<file path="src/rtl/hsb_pkg.sv">
package hsb_pkg;
  // status layout: [0] insert, [1] eject, [2 +: n] press, [2+n +: n] release
  function automatic int st_width(input int n);
    return 2 + 2 * n;
  endfunction
  // clear layout: [1:0] insert, [3:2] eject, [4 +: 2n] key events
  function automatic int clr_width(input int n);
    return 4 + 2 * n;
  endfunction
endpackage

</file>
<file path="src/rtl/hsb_level_cmp.sv">
module hsb_level_cmp #(
  parameter int NLVL   = 8,
  parameter int CODE_W = 8,
  parameter int HYST_W = 4
) (
  input  logic                     clk,
  input  logic                     rst_n,
  input  logic                     smp_valid,
  input  logic [CODE_W-1:0]        smp_code,
  input  logic [NLVL*CODE_W-1:0]   cfg_thr,
  input  logic [HYST_W-1:0]        cfg_hyst,
  output logic [NLVL-1:0]          below_nxt
);
  localparam int ZW = CODE_W + 1;

  logic [NLVL-1:0] below_q;
  logic [ZW-1:0]   code_x;
  logic [ZW-1:0]   lo_sum;

  assign code_x = {1'b0, smp_code};
  assign lo_sum = code_x + ZW'(cfg_hyst);

  for (genvar k = 0; k < NLVL; k++) begin : g_cmp
    logic [ZW-1:0] thr_x;
    logic [ZW-1:0] hi_sum;
    assign thr_x  = {1'b0, cfg_thr[k*CODE_W +: CODE_W]};
    assign hi_sum = thr_x + ZW'(cfg_hyst);

    always_comb begin
      below_nxt[k] = below_q[k];
      if (smp_valid) begin
        if (lo_sum < thr_x)        below_nxt[k] = 1'b1;
        else if (code_x > hi_sum)  below_nxt[k] = 1'b0;
      end
    end
  end

  always_ff @(posedge clk or negedge rst_n) begin
    if (!rst_n)         below_q <= '0;
    else if (smp_valid) below_q <= below_nxt;
  end
endmodule

</file>
<file path="src/rtl/hsb_key_debounce.sv">
module hsb_key_debounce #(
  parameter int NLVL  = 8,
  parameter int KDB_W = 4
) (
  input  logic             clk,
  input  logic             rst_n,
  input  logic             smp_valid,
  input  logic [NLVL-1:0]  cand,
  input  logic [KDB_W-1:0] cfg_db,
  output logic [NLVL-1:0]  level_q,
  output logic [NLVL-1:0]  press_ev,
  output logic [NLVL-1:0]  release_ev
);
  logic [NLVL-1:0]  prev_q, prev_nxt;
  logic [KDB_W-1:0] run_q, run_nxt, need;
  logic [NLVL-1:0]  level_nxt;
  logic             commit;

  assign need = (cfg_db == '0) ? KDB_W'(1) : cfg_db;

  always_comb begin
    prev_nxt = prev_q;
    run_nxt  = run_q;
    if (smp_valid) begin
      prev_nxt = cand;
      if (cand != prev_q)       run_nxt = KDB_W'(1);
      else if (run_q != '1)     run_nxt = run_q + KDB_W'(1);
    end
    commit     = smp_valid && (run_nxt >= need) && (cand != level_q);
    level_nxt  = commit ? cand : level_q;
    press_ev   = commit ? cand : '0;
    release_ev = commit ? level_q : '0;
  end

  always_ff @(posedge clk or negedge rst_n) begin
    if (!rst_n) begin
      prev_q  <= '0;
      run_q   <= '0;
      level_q <= '0;
    end else if (smp_valid) begin
      prev_q  <= prev_nxt;
      run_q   <= run_nxt;
      level_q <= level_nxt;
    end
  end
endmodule

</file>
<file path="src/rtl/hsb_jack_filter.sv">
module hsb_jack_filter #(
  parameter int JACK_BASE = 16,
  parameter int JSEL_W    = 2
) (
  input  logic              clk,
  input  logic              rst_n,
  input  logic              pin_a,
  input  logic              pin_b,
  input  logic              cfg_rise,
  input  logic              cfg_and,
  input  logic [JSEL_W-1:0] cfg_sel,
  output logic              jack_q,
  output logic              ins_ev,
  output logic              ej_ev
);
  localparam int MAXLEN = JACK_BASE << ((1 << JSEL_W) - 1);
  localparam int CW     = $clog2(MAXLEN + 1);

  logic [1:0]    sa_q, sb_q;
  logic          comb_sig, present;
  logic [CW-1:0] len, cnt_q, cnt_nxt;
  logic          jack_nxt;

  assign comb_sig = cfg_and ? (sa_q[1] & sb_q[1]) : (sa_q[1] | sb_q[1]);
  assign present  = cfg_rise ? comb_sig : ~comb_sig;
  assign len      = CW'(JACK_BASE) << cfg_sel;

  always_comb begin
    cnt_nxt  = '0;
    jack_nxt = jack_q;
    if (present != jack_q) begin
      if (cnt_q >= len - CW'(1)) jack_nxt = present;
      else                       cnt_nxt  = cnt_q + CW'(1);
    end
    ins_ev = jack_nxt & ~jack_q;
    ej_ev  = ~jack_nxt & jack_q;
  end

  always_ff @(posedge clk or negedge rst_n) begin
    if (!rst_n) begin
      sa_q   <= '0;
      sb_q   <= '0;
      cnt_q  <= '0;
      jack_q <= 1'b0;
    end else begin
      sa_q   <= {sa_q[0], pin_a};
      sb_q   <= {sb_q[0], pin_b};
      cnt_q  <= cnt_nxt;
      jack_q <= jack_nxt;
    end
  end
endmodule

</file>
<file path="src/rtl/hsb_irq_reg.sv">
module hsb_irq_reg #(
  parameter int NLVL = 8,
  localparam int ST_W  = hsb_pkg::st_width(NLVL),
  localparam int CLR_W = hsb_pkg::clr_width(NLVL)
) (
  input  logic             clk,
  input  logic             rst_n,
  input  logic [ST_W-1:0]  set_ev,
  input  logic             clr_we,
  input  logic [CLR_W-1:0] clr_data,
  input  logic [ST_W-1:0]  mask,
  output logic [ST_W-1:0]  status_q,
  output logic             irq
);
  logic [ST_W-1:0] clr_eff, status_nxt;

  always_comb begin
    clr_eff = '0;
    if (clr_we) begin
      clr_eff[0]             = clr_data[0] | clr_data[1];
      clr_eff[1]             = clr_data[2] | clr_data[3];
      clr_eff[ST_W-1:2]      = clr_data[CLR_W-1:4];
    end
    status_nxt = (status_q & ~clr_eff) | set_ev;
  end

  always_ff @(posedge clk or negedge rst_n) begin
    if (!rst_n) status_q <= '0;
    else        status_q <= status_nxt;
  end

  assign irq = |(status_q & ~mask);
endmodule

</file>
<file path="src/rtl/hsbtn_detect.sv">
module hsbtn_detect #(
  parameter int NLVL      = 8,
  parameter int CODE_W    = 8,
  parameter int HYST_W    = 4,
  parameter int KDB_W     = 4,
  parameter int JACK_BASE = 16,
  parameter int JSEL_W    = 2,
  localparam int ST_W  = hsb_pkg::st_width(NLVL),
  localparam int CLR_W = hsb_pkg::clr_width(NLVL)
) (
  input  logic                   clk,
  input  logic                   rst_n,
  input  logic                   smp_valid,
  input  logic [CODE_W-1:0]      smp_code,
  input  logic [NLVL*CODE_W-1:0] cfg_thr,
  input  logic [HYST_W-1:0]      cfg_hyst,
  input  logic [KDB_W-1:0]       cfg_key_db,
  input  logic                   jack_a,
  input  logic                   jack_b,
  input  logic                   cfg_jack_rise,
  input  logic                   cfg_jack_and,
  input  logic [JSEL_W-1:0]      cfg_jack_sel,
  input  logic                   clr_we,
  input  logic [CLR_W-1:0]       clr_data,
  input  logic [ST_W-1:0]        irq_mask,
  output logic [NLVL-1:0]        key_level,
  output logic                   jack_in,
  output logic [ST_W-1:0]        irq_status,
  output logic                   irq
);
  logic [NLVL-1:0] below_nxt, cand, press_ev, release_ev;
  logic            ins_ev, ej_ev;
  logic [ST_W-1:0] set_ev;

  hsb_level_cmp #(.NLVL(NLVL), .CODE_W(CODE_W), .HYST_W(HYST_W)) u_cmp (
    .clk(clk), .rst_n(rst_n), .smp_valid(smp_valid), .smp_code(smp_code),
    .cfg_thr(cfg_thr), .cfg_hyst(cfg_hyst), .below_nxt(below_nxt)
  );

  // lowest active comparator wins
  assign cand = below_nxt & (~below_nxt + NLVL'(1));

  hsb_key_debounce #(.NLVL(NLVL), .KDB_W(KDB_W)) u_kdb (
    .clk(clk), .rst_n(rst_n), .smp_valid(smp_valid), .cand(cand),
    .cfg_db(cfg_key_db), .level_q(key_level), .press_ev(press_ev),
    .release_ev(release_ev)
  );

  hsb_jack_filter #(.JACK_BASE(JACK_BASE), .JSEL_W(JSEL_W)) u_jack (
    .clk(clk), .rst_n(rst_n), .pin_a(jack_a), .pin_b(jack_b),
    .cfg_rise(cfg_jack_rise), .cfg_and(cfg_jack_and), .cfg_sel(cfg_jack_sel),
    .jack_q(jack_in), .ins_ev(ins_ev), .ej_ev(ej_ev)
  );

  assign set_ev = {release_ev, press_ev, ej_ev, ins_ev};

  hsb_irq_reg #(.NLVL(NLVL)) u_irq (
    .clk(clk), .rst_n(rst_n), .set_ev(set_ev), .clr_we(clr_we),
    .clr_data(clr_data), .mask(irq_mask), .status_q(irq_status), .irq(irq)
  );
endmodule

</file>
<file path="config.mk">
export PLATFORM = sky130hd
export DESIGN_NAME = hsbtn_detect
export DESIGN_NICKNAME = d
export VERILOG_FILES = /design/src/rtl/hsb_pkg.sv /design/src/rtl/hsb_level_cmp.sv /design/src/rtl/hsb_key_debounce.sv /design/src/rtl/hsb_jack_filter.sv /design/src/rtl/hsb_irq_reg.sv /design/src/rtl/hsbtn_detect.sv
export SDC_FILE = /design/constraint.sdc
export NUM_CORES = 1
export LEC_CHECK = 0
export ABC_CLOCK_PERIOD_IN_PS = 7700
export CAP_MARGIN = 5
export CORE_UTILIZATION = 45
export DETAILED_ROUTE_END_ITERATION = 16
export DONT_BUFFER_PORTS = 1
export SYNTH_ARGS = -nofsm -noshare
export SYNTH_HDL_FRONTEND = slang
export SYNTH_SLANG_ARGS = --single-unit
</file>
<file path="constraint.sdc">
create_clock -name clk -period 7.7 [get_ports clk]
set_input_delay 1.54 -clock clk [delete_from_list [all_inputs] [get_ports clk]]
set_output_delay 1.54 -clock clk [all_outputs]
set_load 0.02 [all_outputs]
</file>
==> After elaboration in Yosys (flattened, before gate mapping) <==
Index checks and enable logic that the tools add are counted.
{ "op_classes": {"order_cmp": 18, "bitwise_logic": 16, "n_mux": 37, "n_reduce_logical": 5, "shifts": 1, "n_addsub": 13, "n_eq_ne": 4} }
{ "ops": {"columns": ["op", "count"], "rows": [
  ["adder 8 x 4 -> 9 bit", 9],
  ["> comparator 8 x 9 -> 1 bit", 8],
  ["less-than comparator 9 x 8 -> 1 bit", 8],
  ["bitwise AND 18 bit", 2],
  ["inverter 18 bit", 2],
  ["2-to-1 mux 8 bit", 4],
  ["2-to-1 mux 1 bit", 28],
  ["2-to-1 mux 18 bit", 1],
  ["bitwise OR 18 bit", 1],
  ["OR reduction 18 bit", 1],
  ["adder 8 x 1 -> 8 bit (second input constant)", 2],
  ["2-to-1 mux 4 bit", 4],
  ["inequality test 8 bit", 2],
  ["bitwise AND 8 bit", 1],
  ["greater-or-equal comparator 8 bit", 1],
  ["inverter 8 bit", 1],
  ["left shift 5 x 2 -> 8 bit (first input constant)", 1],
  ["subtractor 8 x 1 -> 8 bit (second input constant)", 1],
  ["adder 4 x 1 -> 4 bit (second input constant)", 1],
  ["greater-or-equal comparator 4 bit", 1],
  ["zero test 4 bit", 1],
  ["inequality test 4 bit (second input constant)", 1],
  ["bitwise AND 1 bit", 3],
  ["inverter 1 bit", 3],
  ["4 further kinds", 7]
]} }
{ "word_totals": {"out_inout_bits": 28, "elab_cells": 103, "in_bits": 128, "register_bits": 59} }

==> Logic depth before layout (Yosys ltp) <==
{ "depth": {"depth_word": 16, "ltp_mapped": 29, "mapped_depth_nobuf": 27} }

==> Modules after synthesis <==
A second synthesis with hierarchy kept.
{ "unflattened": {"hier_cells": 872, "hier_area_um2": 7676.1} }
{ "by_module_without_submodules": {"columns": ["mod", "area_per_inst_um2", "cells_per_inst", "seq_area_each_um2", "n_inst"], "rows": [
  ["hsb_level_cmp", 4893.4, 615, 200.2, 1],
  ["hsb_key_debounce", 1224.9, 108, 500.5, 1],
  ["hsb_irq_reg", 820.8, 82, 450.4, 1],
  ["hsb_jack_filter", 660.6, 58, 325.3, 1],
  ["hsbtn_detect", 76.3, 9, 0.0, 1]
]} }

==> Worst setup path before layout <==
Ideal clock, no wire load.
{ "synth_path": {"kind": "input port to flip-flop", "from": "input cfg_hyst[1]", "to": "register u_irq.status_q[10]", "required_time_ns": 7.579, "stages": 25, "arrival_time_ns": 7.443, "setup_slack_ns": 0.136, "cell_sequence": "inv_1 -> fa_1 -> nand2b_1 -> nand2b_1 -> a21oi_1 -> xnor2_1 -> ha_1 -> a21o_1 -> a211oi_1 -> a21oi_1 -> o311ai_1 -> nor4b_4 -> xor2_1 -> or4b_4 -> nor4_2 -> mux2_2 -> ha_1 -> nand2b_1 -> a21o_1 -> a21oi_1 -> nor2b_1 -> o21ai_1 -> a41oi_4 -> buf_6 -> a22o_1"} }
{ "synth_between": {"elab_chain_len": 16} }
{ "synth_lines": {"columns": ["element", "line", "rtl"], "rows": [
  ["start: declaration", "hsbtn_detect.sv:16", "input logic [HYST_W-1:0] cfg_hyst,"],
  ["adder 8 x 4 -> 9 bit", "hsb_level_cmp.sv:27", "assign hi_sum = thr_x + ZW'(cfg_hyst);"],
  ["> comparator 8 x 9 -> 1 bit", "hsb_level_cmp.sv:33", "else if (code_x > hi_sum) below_nxt[k] = 1'b0;"],
  ["2-to-1 mux 1 bit", "hsb_level_cmp.sv:33", null],
  ["2-to-1 mux 1 bit", "hsb_level_cmp.sv:32", "if (lo_sum < thr_x) below_nxt[k] = 1'b1;"],
  ["2-to-1 mux 1 bit", "hsb_level_cmp.sv:31", "if (smp_valid) begin"],
  ["inverter 8 bit", "hsbtn_detect.sv:41", "assign cand = below_nxt & (~below_nxt + NLVL'(1));"],
  ["adder 8 x 1 -> 8 bit", "hsbtn_detect.sv:41", null],
  ["bitwise AND 8 bit *", "hsbtn_detect.sv:41", null],
  ["inequality test 8 bit", "hsb_key_debounce.sv:26", "if (cand != prev_q) run_nxt = KDB_W'(1);"],
  ["2-to-1 mux 4 bit", "hsb_key_debounce.sv:26", null],
  ["2-to-1 mux 4 bit", "hsb_key_debounce.sv:24", "if (smp_valid) begin"],
  ["greater-or-equal comparator 4 bit", "hsb_key_debounce.sv:29", "commit = smp_valid && (run_nxt >= need) && (cand != level_q);"],
  ["logical AND 1 bit", "hsb_key_debounce.sv:29", null],
  ["logical AND 1 bit *", "hsb_key_debounce.sv:29", null],
  ["2-to-1 mux 8 bit *", "hsb_key_debounce.sv:32", "release_ev = commit ? level_q : '0;"],
  ["bitwise OR 18 bit *", "hsb_irq_reg.sv:24", "status_nxt = (status_q & ~clr_eff) | set_ev;"],
  ["net u_irq.status_nxt[10]", "hsb_irq_reg.sv:15", "logic [ST_W-1:0] clr_eff, status_nxt;"],
  ["end signal: assignment", "hsb_irq_reg.sv:29", "else status_q <= status_nxt;"],
  ["end: declaration", "hsb_irq_reg.sv:12", "output logic [ST_W-1:0] status_q,"]
]} }
The timed path passes the listed nets; every way through them passes the cells marked *.
A chain may end at the register's enable or synchronous reset.

==> Final worst setup path <==
{ "layout_path": {"from": "input cfg_thr[16]", "to": "register u_kdb.level_q[2]"} }
{ "layout_between": {"elab_chain_len": 15} }
{ "layout_lines": {"columns": ["element", "line", "rtl"], "rows": [
  ["start: declaration", "hsbtn_detect.sv:15", "input logic [NLVL*CODE_W-1:0] cfg_thr,"],
  ["adder 8 x 4 -> 9 bit", "hsb_level_cmp.sv:27", null],
  ["> comparator 8 x 9 -> 1 bit", "hsb_level_cmp.sv:33", null],
  ["2-to-1 mux 1 bit", "hsb_level_cmp.sv:33", null],
  ["2-to-1 mux 1 bit *", "hsb_level_cmp.sv:32", null],
  ["2-to-1 mux 1 bit *", "hsb_level_cmp.sv:31", null],
  ["inverter 8 bit", "hsbtn_detect.sv:41", null],
  ["adder 8 x 1 -> 8 bit", "hsbtn_detect.sv:41", null],
  ["bitwise AND 8 bit *", "hsbtn_detect.sv:41", null],
  ["inequality test 8 bit", "hsb_key_debounce.sv:26", null],
  ["2-to-1 mux 4 bit", "hsb_key_debounce.sv:26", null],
  ["2-to-1 mux 4 bit", "hsb_key_debounce.sv:24", null],
  ["greater-or-equal comparator 4 bit", "hsb_key_debounce.sv:29", null],
  ["logical AND 1 bit (2 in series)", "hsb_key_debounce.sv:29", null],
  ["AND reduction 2 bit (no source line)", null, null],
  ["end signal: assignment", "hsb_key_debounce.sv:43", "level_q <= level_nxt;"],
  ["end: declaration", "hsb_key_debounce.sv:10", "output logic [NLVL-1:0] level_q,"]
]} }
Every way passes the cells marked *; elsewhere a longest branch is shown, timed or not.

==> summary.txt <==
CP max FO: 18
Most used DFF post-synth: dfrtp_1
Worst Setup End Kind: flip-flop
Mux share of post-synthesis cell area: 0.0236
Arrival time worst endpoint: 7400 ps
Mapped Avg Cell Area: 8.92 um^2
R2r startpoint: u_cmp.below_q[5]
CP Launch Type: input port
Sequential area share after synthesis: 0.192
Clock root cell: clkbuf_16
Synth top area cells: ha_1 (27%), dfrtp_1 (19%), xnor2_1 (5.2%)
Hold path cells: 0
Max-Cap Viols: 0
Worst Max-Slew Pin Slew: 626 ps
Buf+Inv Stages, Crit Path: 1
Area Growth Syn to Fin: 8.89%
Vias in the first global route: 6322
H-tree depth: 3
Post-synthesis compound-gate area fraction: 0.199
IO buf count: 0
CTS tree: built
Synth warnings: 0
Cts hold-fix bufs: 0
Hold endpoint: u_jack.sa_q[1]
Diodes inserted: 0
Worst IR Drop VDD: 0.135 mV
GRT Overall Usage: 0.241
CP required: 7900 ps
Final Max Slew Viols: 0
Area share of xor/xnor cells in the synthesized design: 0.0798
Largest net degree at the start of global routing: 59
Share of layout cells above drive strength 1: 0.0797
Routed Antenna Nets: 0
Mapped Cells: 849
Post-Syn Nets: 1151
Fin crit share: 0.934
R2R setup slack: 3390 ps
Endpoints failing setup: 0
Clk sinks: 58
Fin. Hold Viols: 0
Post-synthesis adder-cell area fraction: 0.298
Reg2Reg Capture Point: u_kdb.level_q[1]
Die Footprint: 17400 um^2
Setup TNS: 0 ps
Core area: 16500 um^2
Fillers: 1580
Reg clk slew, reported paths: 50 ps
Minimum clock period: 7190 ps
CP peak stage delay: 560 ps
RSZ-0062 raised after global routing: false
Rows: 47
Crit path max-delay cell type: or4b_4
Hold path startpoint: u_jack.sa_q[0]
PD cells: 175 nW/um^2
Initial antenna violation count: 0
First-pass GRT wire length: 32600 um
Worst Hold Class: reg2reg
Ports: 156
Grt total ovfl: 0
Vias: 6307
Initial core utilization: 0.458
Initial DRT Pass Iterations: 5
Remaining DRCs: 0
Post_cts resized: 0
Yosys reg bits: 58
Largest family of logic cells by synthesized area: adder cells
# placed instances: 1082
Clock latency on the worst-skew pair: 330 ps
Kind of cell adding the most delay to the critical path: simple AND/OR/NAND/NOR gates
Simple-gate share of the synthesized area: 0.155
Area of the multi-input gates: 5720 um^2
Reg2reg path depth: 18
Fmax: 0.139 GHz
Mapped cell area: 7570 um^2
Area leader, netlist: ha_1
Critical Setup Path Class: in2reg
Post-detail-place hpwl: 16200 um
Post-synth EDFFs: 0
Fin cells: 1098
Netlist cell types: 69
Leak: 4.02 nW
Register Area: 1450 um^2
Status: finished, final reports clean
Post-CTS Setup Bufs: 0
Post-layout nets: 1175
Die H: 132 um
Detailed Route Iter0 Violations: 175
Die X: 132 um
Avg Vias per Cell: 5.74
Async set or reset register ratio after synthesis: 1.00
Post-DR wirelength/cell: 18.6 um
Cell mode on critical path: ha_1
Clk buf depth: 2
Final Routed Wirelength: 20400 um
CTS Buf Count: 9
Post-synth top area share: 0.273
Clock skew: 4.34 ps
Gpl congestion: 0.871
Slew headroom: 0.580
-- placed cells by master (no fill, tap or decap), types with 8 or more instances in the layout --
| cell type | count |
|---|---|
| ha_1 | 165 |
| inv_1 | 98 |
| dfrtp_1 | 58 |
| a21oi_1 | 47 |
| xnor2_1 | 45 |
| nor2_1 | 43 |
| nand2_1 | 43 |
| o21ai_0 | 40 |
| xor2_1 | 24 |
| nor2b_1 | 23 |
| a21o_1 | 21 |
| nand3_1 | 20 |
| a22o_1 | 20 |
| buf_4 | 20 |
| nor3_1 | 17 |
| nand4_1 | 16 |
| nand2b_1 | 14 |
| mux2_2 | 14 |
| a211oi_1 | 11 |
| fa_1 | 9 |
| clkbuf_16 | 9 |
| o31ai_1 | 8 |
-- cells in the mapped netlist (all sizes together) (7+ instances only) --
cell     number
ha          165
inv          98
dfrtp        58
a21oi        49
nand2        45
xnor2        45
o21ai        44
nor2         43
xor2         24
nor2b        23
a21o         21
nand3        21
a22o         20
nand4        17
nor3         17
mux2         15
nand2b       14
a211oi       12
fa            9
and3          8
o31ai         8
o2111ai       7
o221ai        7
-- final cells by class --
class | count | area share
Sequential cell | 58 | 0.176
Clock inverter | 5 | 0.00667
Multi-Input combinational cell | 686 | 0.693
Timing Repair Buffer | 20 | 0.0182
Inverter | 98 | 0.0446
Clock buffer | 11 | 0.0282
Tap cell | 220 | 0.0334
-- flip-flops by register name (all words and copies together) (netlist names) --
name and count:
u_jack.jack_q 1, u_kdb.run_q 4, u_jack.sa_q 2, u_kdb.prev_q 7, u_kdb.level_q 8, u_jack.cnt_q 8
u_irq.status_q 18, u_cmp.below_q 8, u_jack.sb_q 2
-- routing by layer --
layer  vias to the layer above  global-route usage  part of all wire
li1                       3164                   -                 -
met1                      2938               0.309              0.45
met2                       184               0.418              0.48
met5                         -                   0                 0
met3                        21              0.0423             0.054
met4                         0              0.0620             0.015
-- worst reg2reg max path, delay by kind of cell, from the launching register on --
family | cells | cell delay [ps]
simple gates | 4 | 800
mux | 2 | 690
buf+inv | 1 | 180
compound gates | 9 | 1460
fa+ha+maj | 1 | 280
xor+xnor | 1 | 350
flops | 1 | 440
-- power breakdown --
part	internal (W)	switching, W	total (W)
sequential	0.000350	0.0000744	0.000424
clock	0.000249	0.000138	0.000387
combinational	0.000292	0.000339	0.000631
total	0.000890	0.000552	0.00144
-- how the worst max path moves through the flow --
stage,to,startpoint,cells after the start
floorplan,u_irq.status_q[10],cfg_hyst[1],25
global placement,u_kdb.level_q[1],cfg_thr[16],26
detailed placement,u_kdb.level_q[1],cfg_thr[16],26
CTS,u_kdb.level_q[1],cfg_thr[16],26
global route,u_kdb.level_q[0],cfg_thr[16],26
finish,u_kdb.level_q[2],cfg_thr[16],26
-- cells by family (layout without fill, tap and decap cells) --
group	Yosys count	after routing
buffers and inverters	105	134
adders and majority gates	175	175
and+or+nand+nor	212	212
AOI/OAI and AO/OA	214	214
xor gates and xnor gates	69	69
muxes	16	16
DFF	58	58
-- stage by stage --
stage / instance area [um^2] / total power [W] / hold slack, ps / util / setup WS [ps]
after global placement: 7960 / 0.00105 / 333 / 0.482 / 249
after floorplan: 7570 / 0.000900 / 331 / - / 136
after CTS: 8250 / 0.00146 / 348 / 0.499 / 463
after global routing: 8250 / 0.00156 / 349 / 0.499 / 123
after detailed placement: 7960 / 0.00106 / 337 / 0.482 / 123
final: 8250 / 0.00144 / 345 / 0.499 / 507
(Power assumes the default switching activity.)
